**config.mk**
```make
export PLATFORM = sky130hd
export DESIGN_NAME = np_credit_gate
export DESIGN_NICKNAME = d
export VERILOG_FILES = /design/src/rtl/np_gate_pkg.sv /design/src/rtl/np_consume_tally.sv /design/src/rtl/np_lag_history.sv /design/src/rtl/np_avail_adjust.sv /design/src/rtl/np_permit_logic.sv /design/src/rtl/np_credit_gate.sv
export SDC_FILE = /design/constraint.sdc
export NUM_CORES = 1
export LEC_CHECK = 0
export BUFFER_PORTS_ARGS = -buffer_cell sky130_fd_sc_hd__buf_2
export CAP_MARGIN = 20
export CORE_ASPECT_RATIO = 1.4
export CORE_MARGIN = 1
export CORE_UTILIZATION = 58
export CTS_CLUSTER_SIZE = 10
export DETAILED_ROUTE_END_ITERATION = 8
export PLACE_DENSITY = 0.86
export SLEW_MARGIN = 5
export SYNTH_ARGS = -nofsm -noshare
export SYNTH_HDL_FRONTEND = slang
export SYNTH_HIERARCHICAL = 1
export SYNTH_SLANG_ARGS = --single-unit
```
**constraint.sdc**
```tcl
create_clock -name clk -period 7.4 [get_ports clk]
set_input_delay 0.37 -clock clk [delete_from_list [all_inputs] [get_ports clk]]
set_output_delay 0.37 -clock clk [all_outputs]
set_load 0.05 [all_outputs]
```
**src/rtl/np_gate_pkg.sv**
```systemverilog
package np_gate_pkg;

   // Bits needed to hold any value from 0 to n inclusive.
   function automatic int bits_for(input int n);
      return (n < 1) ? 1 : $clog2(n + 1);
   endfunction

   function automatic int max_of(input int a, input int b);
      return (a > b) ? a : b;
   endfunction

   // Largest value a need field of w bits can carry.
   function automatic int need_max(input int w);
      return (1 << w) - 1;
   endfunction

endpackage

```
**src/rtl/np_consume_tally.sv**
```systemverilog
module np_consume_tally
   import np_gate_pkg::*;
#(
   parameter int LANES  = 2,
   parameter int NEED_W = 4,
   parameter int HC_W   = bits_for(LANES),
   parameter int DC_W   = bits_for(LANES * need_max(NEED_W))
)
(
   input  logic                      straddle_en,
   input  logic [LANES-1:0]          issue,
   input  logic [LANES*NEED_W-1:0]   req_need,
   output logic [HC_W-1:0]           cons_hdr,
   output logic [DC_W-1:0]           cons_dat
);

   logic [LANES-1:0] lane_live;

   // Lane 0 always counts; later lanes only while straddling.
   for (genvar k = 0; k < LANES; k++) begin : g_live
      if (k == 0) begin : g_first
         assign lane_live[k] = issue[k];
      end else begin : g_later
         assign lane_live[k] = issue[k] & straddle_en;
      end
   end

   always_comb begin
      cons_hdr = '0;
      cons_dat = '0;
      for (int k = 0; k < LANES; k++) begin
         if (lane_live[k]) begin
            cons_hdr = cons_hdr + HC_W'(1);
            cons_dat = cons_dat + DC_W'(req_need[k*NEED_W +: NEED_W]);
         end
      end
   end

endmodule

```
**src/rtl/np_lag_history.sv**
```systemverilog
module np_lag_history
   import np_gate_pkg::*;
#(
   parameter int LAG    = 2,
   parameter int HC_W   = 2,
   parameter int DC_W   = 5,
   parameter int HSUM_W = 3,
   parameter int DSUM_W = 6
)
(
   input  logic              clk,
   input  logic              rst_n,
   input  logic [HC_W-1:0]   cons_hdr,
   input  logic [DC_W-1:0]   cons_dat,
   output logic [HSUM_W-1:0] sum_hdr,
   output logic [DSUM_W-1:0] sum_dat
);

   logic [HC_W-1:0] hist_hdr [LAG];
   logic [DC_W-1:0] hist_dat [LAG];

   // Slot 0 is the previous cycle; slot LAG-1 is the oldest still unreported.
   always_ff @(posedge clk or negedge rst_n) begin
      if (!rst_n) begin
         for (int i = 0; i < LAG; i++) begin
            hist_hdr[i] <= '0;
            hist_dat[i] <= '0;
         end
      end else begin
         hist_hdr[0] <= cons_hdr;
         hist_dat[0] <= cons_dat;
         for (int i = 1; i < LAG; i++) begin
            hist_hdr[i] <= hist_hdr[i-1];
            hist_dat[i] <= hist_dat[i-1];
         end
      end
   end

   always_comb begin
      sum_hdr = '0;
      sum_dat = '0;
      for (int i = 0; i < LAG; i++) begin
         sum_hdr = sum_hdr + HSUM_W'(hist_hdr[i]);
         sum_dat = sum_dat + DSUM_W'(hist_dat[i]);
      end
   end

endmodule

```
**src/rtl/np_avail_adjust.sv**
```systemverilog
module np_avail_adjust
   import np_gate_pkg::*;
#(
   parameter int CNT_W = 4,
   parameter int SUB_W = 3
)
(
   input  logic [CNT_W-1:0] rpt,
   input  logic [SUB_W-1:0] sub,
   output logic [CNT_W-1:0] adj
);

   // One spare bit acts as the sign of the difference.
   localparam int DW = max_of(CNT_W, SUB_W) + 1;

   logic [DW-1:0] diff;

   assign diff = DW'(rpt) - DW'(sub);
   assign adj  = diff[DW-1] ? '0 : diff[CNT_W-1:0];

endmodule

```
**src/rtl/np_permit_logic.sv**
```systemverilog
module np_permit_logic
   import np_gate_pkg::*;
#(
   parameter int LANES  = 2,
   parameter int CNT_W  = 4,
   parameter int NEED_W = 4
)
(
   input  logic                    straddle_en,
   input  logic [LANES-1:0]        req_valid,
   input  logic [LANES*NEED_W-1:0] req_need,
   input  logic [CNT_W-1:0]        adj_hdr,
   input  logic [CNT_W-1:0]        adj_dat,
   input  logic [CNT_W-1:0]        adj_tag,
   output logic [LANES-1:0]        permit
);

   localparam int CUM_W = bits_for(LANES * need_max(NEED_W));
   localparam int CMP_W = max_of(max_of(CNT_W, CUM_W), bits_for(LANES)) + 1;

   for (genvar k = 0; k < LANES; k++) begin : g_lane
      localparam logic [CMP_W-1:0] SLOTS = CMP_W'(k + 1);

      logic [CUM_W-1:0] own;
      logic [CUM_W-1:0] cum;
      logic             live;
      logic             prior_ok;
      logic             hdr_ok;
      logic             tag_ok;
      logic             dat_ok;
      logic             ok;

      assign own = CUM_W'(req_need[k*NEED_W +: NEED_W]);

      if (k == 0) begin : g_head
         assign cum      = own;
         assign live     = 1'b1;
         assign prior_ok = 1'b1;
      end else begin : g_tail
         assign cum      = g_lane[k-1].cum + own;
         assign live     = straddle_en;
         assign prior_ok = g_lane[k-1].ok;
      end

      // Lane k must fit together with every earlier lane in the same cycle.
      assign hdr_ok = CMP_W'(adj_hdr) >= SLOTS;
      assign tag_ok = CMP_W'(adj_tag) >= SLOTS;
      assign dat_ok = CMP_W'(adj_dat) >= CMP_W'(cum);
      assign ok     = live & req_valid[k] & prior_ok & hdr_ok & tag_ok & dat_ok;

      assign permit[k] = ok;
   end

endmodule

```
**src/rtl/np_credit_gate.sv**
```systemverilog
module np_credit_gate
   import np_gate_pkg::*;
#(
   parameter int CNT_W  = 4,
   parameter int NEED_W = 4,
   parameter int LANES  = 2,
   parameter int LAG    = 2
)
(
   input  logic                    clk,
   input  logic                    rst_n,
   input  logic                    straddle_en,
   input  logic [CNT_W-1:0]        rpt_hdr,
   input  logic [CNT_W-1:0]        rpt_dat,
   input  logic [CNT_W-1:0]        rpt_tag,
   input  logic [LANES-1:0]        req_valid,
   input  logic [LANES*NEED_W-1:0] req_need,
   input  logic [LANES-1:0]        issue,
   output logic [LANES-1:0]        permit,
   output logic [CNT_W-1:0]        adj_hdr,
   output logic [CNT_W-1:0]        adj_dat,
   output logic [CNT_W-1:0]        adj_tag
);

   localparam int HC_W   = bits_for(LANES);
   localparam int DC_W   = bits_for(LANES * need_max(NEED_W));
   localparam int HSUM_W = bits_for(LAG * LANES);
   localparam int DSUM_W = bits_for(LAG * LANES * need_max(NEED_W));

   if (CNT_W < 2 || CNT_W > 16) begin : g_bad_cnt
      $error("np_credit_gate: CNT_W out of range");
   end
   if (NEED_W < 1 || NEED_W > 8) begin : g_bad_need
      $error("np_credit_gate: NEED_W out of range");
   end
   if (LANES < 1 || LANES > 4) begin : g_bad_lanes
      $error("np_credit_gate: LANES out of range");
   end
   if (LAG < 1 || LAG > 8) begin : g_bad_lag
      $error("np_credit_gate: LAG out of range");
   end

   logic [HC_W-1:0]   cons_hdr;
   logic [DC_W-1:0]   cons_dat;
   logic [HSUM_W-1:0] sum_hdr;
   logic [DSUM_W-1:0] sum_dat;

   np_consume_tally #(
      .LANES  (LANES),
      .NEED_W (NEED_W),
      .HC_W   (HC_W),
      .DC_W   (DC_W)
   ) u_tally (
      .straddle_en (straddle_en),
      .issue       (issue),
      .req_need    (req_need),
      .cons_hdr    (cons_hdr),
      .cons_dat    (cons_dat)
   );

   np_lag_history #(
      .LAG    (LAG),
      .HC_W   (HC_W),
      .DC_W   (DC_W),
      .HSUM_W (HSUM_W),
      .DSUM_W (DSUM_W)
   ) u_hist (
      .clk      (clk),
      .rst_n    (rst_n),
      .cons_hdr (cons_hdr),
      .cons_dat (cons_dat),
      .sum_hdr  (sum_hdr),
      .sum_dat  (sum_dat)
   );

   // Tags follow the header count: one of each per request.
   np_avail_adjust #(.CNT_W(CNT_W), .SUB_W(HSUM_W)) u_adj_hdr (
      .rpt (rpt_hdr),
      .sub (sum_hdr),
      .adj (adj_hdr)
   );

   np_avail_adjust #(.CNT_W(CNT_W), .SUB_W(DSUM_W)) u_adj_dat (
      .rpt (rpt_dat),
      .sub (sum_dat),
      .adj (adj_dat)
   );

   np_avail_adjust #(.CNT_W(CNT_W), .SUB_W(HSUM_W)) u_adj_tag (
      .rpt (rpt_tag),
      .sub (sum_hdr),
      .adj (adj_tag)
   );

   np_permit_logic #(
      .LANES  (LANES),
      .CNT_W  (CNT_W),
      .NEED_W (NEED_W)
   ) u_permit (
      .straddle_en (straddle_en),
      .req_valid   (req_valid),
      .req_need    (req_need),
      .adj_hdr     (adj_hdr),
      .adj_dat     (adj_dat),
      .adj_tag     (adj_tag),
      .permit      (permit)
   );

endmodule

```
* Word level (Yosys, flattened, before mapping)
Index checks and enable logic that the tools add are counted.
Word-level totals: register bits after elaboration 14, input bits 27, output and inout bits 14, logic and storage cells 34
Operators by class: $add $sub $neg 8, magnitude comparators 6, mux-type cells 7, bitwise operators 9
Operators with widths (count):
- two-way mux 4 bit | 4
- adder 4 x 4 -> 5 bit | 2
- subtractor 4 x 3 -> 5 bit | 2
- bitwise AND 1 bit | 9
- greater-or-equal comparator 4 x 1 -> 1 bit, second input constant | 2
- greater-or-equal comparator 4 x 2 -> 1 bit, second input constant | 2
- subtractor 4 x 6 -> 7 bit | 1
- adder 5 x 5 -> 6 bit | 1
- greater-or-equal comparator 4 x 5 -> 1 bit | 1
- two-way mux 5 bit | 1
- greater-or-equal comparator 4 bit | 1
- adder 2 x 2 -> 3 bit | 1
- adder 1 x 1 -> 2 bit, second input constant | 1
- two-way mux 2 bit | 1
- two-way mux 1 bit | 1

* Depth between registers and ports, before layout
Gate-level depths: netlist (run 1).
depth after elaboration 11, mapped depth 16, depth with buffers taken out 15

* Modules after synthesis
The synthesis (run 1) kept the hierarchy.
Modules (own cells, without submodules):
- np_lag_history | instances 1, cells each 39, area an instance 563.0 um^2, seq. area each 350.3 um^2
- np_permit_logic | instances 1, cells each 43, area an instance 355.3 um^2, seq. area each 0.0 um^2
- np_avail_adjust (u_adj_hdr ...) | instances 2, cells each 20, area an instance 153.9 um^2, seq. area each 0.0 um^2
- np_consume_tally | instances 1, cells each 32, area an instance 244.0 um^2, seq. area each 0.0 um^2
- np_avail_adjust (u_adj_dat) | instances 1, cells each 27, area an instance 212.7 um^2, seq. area each 0.0 um^2

* Worst setup path before layout (run 1)
No wires, ideal clock.
kind register to output, start register u_hist/hist_dat[5] (netlist bit), end output permit[1], data arrival time 5070 ps, data required time 7030 ps, slack 1960 ps, stages on the path, launching flop included 16, buffers on the path 1, path through dfrtp_1 > ha_1 > inv_1 > fa_1 > inv_1 > fa_1 > and2b_1 > o21ai_2 > a2111oi_1 > inv_1 > ha_1 > or3b_1 > o2111ai_1 > a211oi_2 > o2111a_1 > buf_4
On the way: longest elaborated chain between the ends 9, elaborated cells on any way between the ends 10, those cells by class add/sub: 2; order compare: 2; mux: 1; bitwise: 5
RTL lines:
- start: declaration | RTL line np_lag_history.sv:20 | logic [DC_W-1:0] hist_dat [LAG];
- start signal: indexed assignment | RTL line np_lag_history.sv:34 | hist_dat[i] <= hist_dat[i-1];
- adder 5 x 5 -> 6 bit | RTL line np_lag_history.sv:44 | sum_dat = sum_dat + DSUM_W'(hist_dat[i]);
- named net sum_dat[1] | RTL line np_credit_gate.sv:46 | logic [DSUM_W-1:0] sum_dat;
- subtractor 4 x 6 -> 7 bit | RTL line np_avail_adjust.sv:18 | assign diff = DW'(rpt) - DW'(sub);
- two-way mux 4 bit | RTL line np_avail_adjust.sv:19 | assign adj = diff[DW-1] ? '0 : diff[CNT_W-1:0];
- named net adj_dat[0] | RTL line np_credit_gate.sv:21 | output logic [CNT_W-1:0] adj_dat,
- greater-or-equal comparator 4 bit | RTL line np_permit_logic.sv:48 | assign dat_ok = CMP_W'(adj_dat) >= CMP_W'(cum);
- bitwise AND 1 bit | RTL line np_permit_logic.sv:49 | assign ok = live & req_valid[k] & prior_ok & hdr_ok & tag_ok & dat_ok;
- named net u_permit.g_lane[0].ok | RTL line np_permit_logic.sv:31 | logic ok;
- bitwise AND 1 bit (4 in a row) | RTL line np_permit_logic.sv:49
- end: declaration | RTL line np_credit_gate.sv:19 | output logic [LANES-1:0] permit,
The timed path passes the listed nets, and every way through them passes these cells.

* Worst setup path in the final report (run 1)
start register u_hist/hist_dat[5] (netlist bit), end output permit[1]
On the way: longest elaborated chain between the ends 9, elaborated cells on any way between the ends 10, those cells by class add/sub: 2; order compare: 2; mux: 1; bitwise: 5
RTL lines (RTL line):
- adder 5 x 5 -> 6 bit (*) | np_lag_history.sv:44
- named net sum_dat[1] | np_credit_gate.sv:46
- subtractor 4 x 6 -> 7 bit (*) | np_avail_adjust.sv:18
- two-way mux 4 bit (*) | np_avail_adjust.sv:19
- greater-or-equal comparator 4 bit | np_permit_logic.sv:48
- bitwise AND 1 bit (4 in a row) | np_permit_logic.sv:49
- bitwise AND 1 bit (*) | np_permit_logic.sv:49
The timed path passes the listed nets; every way through them passes the cells marked *.

==> metrics.md, run 1 <==
| Metric | Value |
|---|---|
| GP Congestion | `0.927` |
| Fin Hold WS | `~0.38 ns` |
| Die X | `between 40 and 50 µm` |
| DR iter-0 viols | `23` |
| WL/cell | `between 10 and 15 µm` |
| Fin crit period | `about 4.4 ns` |
| Main combinational cell family by area after synthesis | `adder cells` |
| CTS Buf Count | `3` |
| # clock sinks | `14` |
| Sw Pwr | `slightly above 0.2 mW` |
| Multiplexer area fraction after synthesis | `less than 1%` |
| Largest area contributor in the netlist | `ha_1` |
| Leakage | `~1.0 nW` |
| Final Setup Violations | `0` |
| WP data required | `around 7.0 ns` |
| Syn avg cell area | `around 9.3 µm²` |
| CP Capture Type | `output port` |
| Status | `complete, no violations` |
| Die ar. | `roughly 3100 µm²` |
| Place WS | `between 3 and 4 ns` |
| First-pass GRT wire length | `approximately 5500 µm` |
| RSZ-0062 raised after global routing | `false` |
| Fmax | `226 MHz` |
| Count of different cell masters after synthesis | `between 40 and 50` |
| GRT Overall Usage | `24.0%` |
| Post-synthesis sequential area ratio | `between 20% and 30%` |
| Fraction of registers with async set/reset | `100%` |
| Combinational power share | `between 60% and 70%` |
| Core Footprint | `between 2000 and 3000 µm²` |
| Setup bufs post-CTS | `0` |
| Synth Area in XOR/XNOR | `approximately 3.6%` |
| Adder-Cell Fraction of Synth Area | `between 30% and 40%` |
| Final hold viol count | `0` |
| Dominant synthesized flop cell | `dfrtp_1` |
| Post-layout util | `just over 70%` |
| Simple-gate share of the synthesized area | `20.1%` |
| CTS tree | `yes` |
| Worst-case clock buffer depth | `2` |
| Gate Count Post-Synth | `about 180` |
| Total Power | `about 0.4 mW` |
| Peak VDD IR | `roughly 0.00014 V` |
| Post-Layout Cell Count | `260` |
| Seq pwr share | `20.8%` |
| PwrDens | `~210 nW/µm²` |
| Synth-to-layout area growth | `16.4%` |
| Design area | `slightly below 2000 µm²` |
| Worst-margin pin slew | `0.664 ns` |
| Share of post-route cells with drive strength above 1 | `a little under a quarter` |
| Hold crit path type | `reg2reg` |
| Initial antenna violation count | `0` |
| Switching share of power | `about half` |
| CTS Hold Buffers Added | `1` |
| Core Rows | `22` |
| Clock share of power | `roughly an eighth` |
| Worst setup path class | `reg2out` |
| Slew margin rel. | `55.7%` |
| DP HPWL | `~2900 µm` |
| Layout net count | `292` |
| Die Y | `~66 µm` |
| Synth top area cells | `ha_1, dfrtp_1, fa_1` |
| I/O pin count | `just over 40` |
| Ant. Diodes | `0` |
| Crit share post-route | `around 60%` |
| Number of global-route vias before repair | `about 1.4k` |
| Critical path launch point type | `flop` |
| Vias | `1433` |
| Placed Cells | `255` |
| Compound-Gate Fraction of Synth Area | `14.1%` |
| Starting density of the core | `slightly above 60%` |
| Final slew viol count | `0` |
| Pin count of the biggest net entering global routing | `15` |
| Synth top area share | `between 20% and 30%` |
| Clk_lat worst skew | `about 0.26 ns` |
| Vias per Instance | `5.51` |
| Post-Route Skew | `0.000495 ns` |
| CTS clk-pin slew, worst paths | `0.08 ns` |
| Crit-path max FO | `3` |
| Netlist Area Pre-Place | `roughly 1700 µm²` |
| # fillers | `between 200 and 250` |
| Max_cap viols | `0` |
| Clock Tree Root | `clkbuf_4` |
| WL final | `roughly 3200 µm` |
| Pint | `between 0.2 and 0.25 mW` |
| Post-synth EDFFs | `0` |
| Post-CTS sizing | `0` |
| CTS H-tree depth | `1` |
| Overflow after GRT | `0` |
| Fin Setup TNS | `0 ns` |
| Yosys warning count | `6` |
| DP Area | `1910 µm²` |
| #FFs+latches synth | `14` |
| # DRC | `0` |
| Pre-antenna DRT Iters | `4` |
| PnR worst setup slack | `between 2 and 3 ns` |
| Arr. time, crit path | `4.06 ns` |
| Syn Nets | `248` |
| Final ANT Viol Nets | `0` |
| # port buffers | `40` |
synth_stat cells, drive strengths merged, types with 2 or more instances:
| master | count |
|---|---|
| a2111oi | 3 |
| a211o | 2 |
| a21oi | 7 |
| and2 | 3 |
| buf | 2 |
| dfrtp | 14 |
| fa | 7 |
| ha | 33 |
| inv | 31 |
| nand2 | 5 |
| nand2b | 4 |
| nand4b | 2 |
| nor2 | 11 |
| nor2b | 8 |
| nor3 | 7 |
| nor3b | 3 |
| o2111ai | 2 |
| o21ai | 13 |
| xnor2 | 2 |
| xor2 | 5 |
cell families (layout without fill, tap and decap cells):
kind of cell	Yosys count	after routing
xor gates and xnor gates	7	7
adders and majority gates	40	40
muxes	1	1
buffers and inverters	33	76
and+or+nand+nor	52	52
DFF	14	14
AOI/OAI and AO/OA	34	34
worst max-delay path, cell delays in order (launching register included):
cell	delay (ns)
dfrtp_1	0.35
ha_1	0.17
inv_1	0.06
fa_1	0.47
inv_1	0.06
fa_1	0.43
and2b_1	0.25
o21ai_2	0.08
a2111oi_1	0.67
ha_1	0.30
or3b_1	0.13
o2111ai_1	0.13
a211oi_2	0.24
o2111a_1	0.20
buf_2	0.25
per-layer routing:
metal,global-route usage (%),share of wire (%),up-vias
li1,-,-,721
met1,28.9,42,675
met2,41.6,53,33
met3,4.40,4.0,4
met4,6.79,0.90,0
met5,0,0,-
area by class of cell:
type,count,area (µm²),area share [%]
Clock buffer,4,36.3,1.85
Inverter,31,116,5.94
Timing Repair Buffer,41,210,10.7
Multi-Input combinational cell,134,1200,61.3
Sequential cell,14,350,17.9
Tap cell,36,45.0,2.30
state kept, by name (all words and copies together) (netlist names):
register	cells
u_hist/hist_dat	10
u_hist/hist_hdr	4
layout by cell type, fill, tap and decap left out, drive strengths merged, types with 2 or more instances in the layout:
cell type	count
a2111oi	3
a211o	2
a21oi	7
and2	3
buf	40
clkbuf	4
dfrtp	14
fa	7
ha	33
inv	31
nand2	5
nand2b	4
nand4b	2
nor2	11
nor2b	8
nor3	7
nor3b	3
o2111ai	2
o21ai	13
xnor2	2
xor2	5
power groups by stage:
stage / clock [mW] / sequential, mW / combinational, mW
floorplan: 0 / 0.0865 / 0.212
global placement: 0 / 0.0872 / 0.267
detailed placement: 0 / 0.0874 / 0.273
CTS: 0.0528 / 0.0858 / 0.274
global route: 0.0557 / 0.0866 / 0.300
finish: 0.0508 / 0.0857 / 0.275
final timing paths:
| kind | start | to | slack, ns | cells after the start |
|---|---|---|---|---|
| worst max-delay path | u_hist/hist_dat[5] | permit[1] | 2.97 | 14 |
| worst min-delay path | u_hist/hist_dat[7] | u_hist/hist_dat[2] | 0.38 | 0 |
| worst max register to register | u_hist/hist_hdr[3] | u_hist/hist_hdr[1] | 6.86 | 0 |
| worst min register to register | u_hist/hist_dat[7] | u_hist/hist_dat[2] | 0.38 | 0 |
| max in group asynchronous | rst_n | u_hist/hist_dat[3] | 6.64 | 2 |
| min in group asynchronous | rst_n | u_hist/hist_dat[5] | 0.53 | 2 |
(Power assumes the default switching activity.)
==> run 2: changes to the inputs <==
--- a/config.mk
+++ b/config.mk
@@ -9,10 +9,10 @@
 export CAP_MARGIN = 20
 export CORE_ASPECT_RATIO = 1.4
 export CORE_MARGIN = 1
-export CORE_UTILIZATION = 58
+export CORE_UTILIZATION = 49
 export CTS_CLUSTER_SIZE = 10
 export DETAILED_ROUTE_END_ITERATION = 8
-export PLACE_DENSITY = 0.86
+export PLACE_DENSITY = 0.77
 export SLEW_MARGIN = 5
 export SYNTH_ARGS = -nofsm -noshare
 export SYNTH_HDL_FRONTEND = slang
==> constraint.sdc (replaced) <==
create_clock -name clk -period 3.6 [get_ports clk]
set_input_delay 0.18 -clock clk [delete_from_list [all_inputs] [get_ports clk]]
set_output_delay 0.18 -clock clk [all_outputs]
set_load 0.05 [all_outputs]
==> run 2 against run 1 <==
  * The flow now finishes with violations (negative setup slack)
  * Via count increased by 0.70%
  * Highest routed layer unchanged
  * Clock-buffer cell count is 1 lower
  * Utilization down 5.7 points
==> metrics.md, run 2 (synthesis gave the netlist of run 1 again) <==
| Metric | Value |
|---|---|
| Core Footprint | `3180 µm² (+18%)` |
| # clock sinks | `14 (unchanged)` |
| Most frequent cells in the layout | `buf_2, ha_1, inv_1, dfrtp_1, nor2_1` |
| Worst-margin pin slew | `0.847 ns (+0.183 ns)` |
| Total Power | `0.977 mW (+140%)` |
| DP Area | `2030 µm² (+6.2%)` |
| CTS Buf Count | `3 (unchanged)` |
| GRT Overall Usage | `21.6% (-2.5 points)` |
| Slew margin rel. | `43.6% (-12 points)` |
| Top reg by flops | `u_hist/hist_dat` |
| Commonest non-fill, non-tap cell in the layout | `buf_2` |
| Vias | `1443 (+0.70%)` |
| Crit share post-route | `106%` |
| Post-Route Skew | `0.00356 ns (+0.00307 ns)` |
| Max_cap viols | `0 (unchanged)` |
| RSZ-0062 raised after global routing | `true` |
| Worst R2R Path Depth | `0 (unchanged)` |
| # port buffers | `40 (unchanged)` |
| Fmax | `263 MHz` |
| CTS tree | `yes` |
| WL final | `3690 µm (+15%)` |
| Fin Setup TNS | `-0.390 ns (-0.390 ns)` |
| Design area | `2130 µm² (+8.7%)` |
| Post-Layout Cell Count | `271 (+4.2%)` |
| Ant. Diodes | `0 (unchanged)` |
| CTS clk-pin slew, worst paths | `0.06 ns (-0.02 ns)` |
| Final ANT Viol Nets | `0 (unchanged)` |
| Hold Crit Depth | `2 (+2)` |
| Area occupied by multi-input gates | `1280 µm² (+6.6%)` |
| FF/Latch Area | `350 µm² (unchanged)` |
| Clk_lat worst skew | `0.24 ns (-0.02 ns)` |
| Arr. time, crit path | `3.63 ns (-0.43 ns)` |
| Starting density of the core | `52.9% (-9.5 points)` |
| Hold endpoint | `u_hist/hist_hdr[2]` |
| Die ar. | `3680 µm² (+18%)` |
| Flop2flop setup slack | `3.07 ns (-3.79 ns)` |
| Pin count of the biggest net entering global routing | `15 (unchanged)` |
| Met3 usage | `2.76% (-1.6 points)` |
| Fin crit period | `3.81 ns` |
| Synth-to-layout area growth | `26.6%` |
| Die X | `51.5 µm (+8.4%)` |
| Worst setup path class | `reg2out` |
| Crit-path max FO | `3 (unchanged)` |
| Layout net count | `301 (+3.1%)` |
| PwrDens | `459 nW/µm² (+120%)` |
| Reg-to-Reg Start | `u_hist/hist_hdr[3]` |
| Status | `finished, violations left` |
| WL/cell | `13.6 µm (+10%)` |
| Largest register FFs | `10 (unchanged)` |
| Post-layout util | `66.9% (-5.7 points)` |
| Top flop regs | `u_hist/hist_dat: 10 flops, u_hist/hist_hdr: 4 flops` |
| Peak VDD IR | `0.000385 V (+180%)` |
| # DRC | `0 (unchanged)` |
| GP Congestion | `0.845 (-8.8%)` |
| CTS H-tree depth | `1 (unchanged)` |
| Placed Cells | `263 (+3.1%)` |
| Violated checks | `negative setup slack` |
| CP Capture Type | `output port` |
| DP HPWL | `3250 µm (+11%)` |
| Grt peak-use layer | `met2` |
| Hold crit path type | `in2reg` |
| Final hold viol count | `0 (unchanged)` |
| Final Setup Violations | `2 (+2)` |
| Place WS | `-0.0259 ns (-3.27 ns)` |
| Worst Hold Launch | `issue[0]` |
| Final slew viol count | `0 (unchanged)` |
| Pre-antenna DRT Iters | `4 (unchanged)` |
| PnR worst setup slack | `-0.209 ns (-3.18 ns)` |
| Critical path launch point type | `flop` |
| Worst-case clock buffer depth | `2 (unchanged)` |
| GRT met1 Usage | `22.8% (-6.1 points)` |
| Initial antenna violation count | `0 (unchanged)` |
| Clock Tree Root | `clkbuf_8` |
| First-pass GRT wire length | `6100 µm (+10%)` |
| DR iter-0 viols | `30 (+30%)` |
| Core Rows | `24 (+9.1%)` |
| RR Endpoint | `u_hist/hist_hdr[1]` |
| Overflow after GRT | `0 (unchanged)` |
| WP data required | `3.42 ns (-3.61 ns)` |
| Vias per Instance | `5.32 (-3.4%)` |
| M2 GR Usage | `44.0% (+2.4 points)` |
| I/O pin count | `41 (unchanged)` |
| # fillers | `274 (+19%)` |
| Die Y | `71.3 µm (+8.5%)` |
| Fin Hold WS | `0.236 ns (-0.147 ns)` |
| Number of global-route vias before repair | `1522 (+6.3%)` |
| Share of post-route cells with drive strength above 1 | `30.6% (+6.9 points)` |
| Leakage | `1.10 nW (+5.3%)` |
run 2: power breakdown:
part	internal, mW	switching, mW	total (mW)
combinational	0.267	0.409	0.677
clock	0.0737	0.0498	0.124
sequential	0.170	0.00662	0.177
run 2: how the worst max path moves through the flow:
| stage | from | endpoint |
|---|---|---|
| after floorplan | u_hist/hist_dat[5] | permit[1] |
| after global placement | u_hist/hist_dat[5] | permit[1] |
| after detailed placement | u_hist/hist_dat[5] | permit[1] |
| after CTS | u_hist/hist_dat[5] | permit[1] |
| after global routing | u_hist/hist_dat[5] | permit[1] |
| final | u_hist/hist_dat[5] | permit[1] |
run 2: layer usage:
layer  routed length (µm)  part of all wire (%)
met1                 1420                    39
met2                 2100                    57
met3                  112                   3.0
met4                   59                   1.6
met5                    0                     0
run 2: cell type report:
type | count | share of cell area [%]
clock buffer | 3 | 1.94
inverter | 31 | 5.46
multi-input combinational | 134 | 60.1
sequential | 14 | 16.4
tap | 39 | 2.29
timing repair buffer | 50 | 13.8
run 2: worst max-delay path, cell delays in order, from the launching register on:
cell	delay [ns]
dfrtp_1	0.36
ha_2	0.20
inv_2	0.04
fa_1	0.49
inv_2	0.04
fa_2	0.33
and2b_2	0.26
o21ai_4	0.09
a2111oi_4	0.30
inv_1	0.11
ha_1	0.29
or3b_1	0.37
o2111ai_2	0.08
a211oi_2	0.10
o2111a_1	0.17
buf_6	0.16
run 2: timing repair:
action                     in CTS  in global routing
hold buffers                    1                  0
hold endpoints to repair       14                  0
buffers inserted                3                  1
pin swaps                       1                  1
setup endpoints to repair       2                  2
gates resized for setup         7                  0
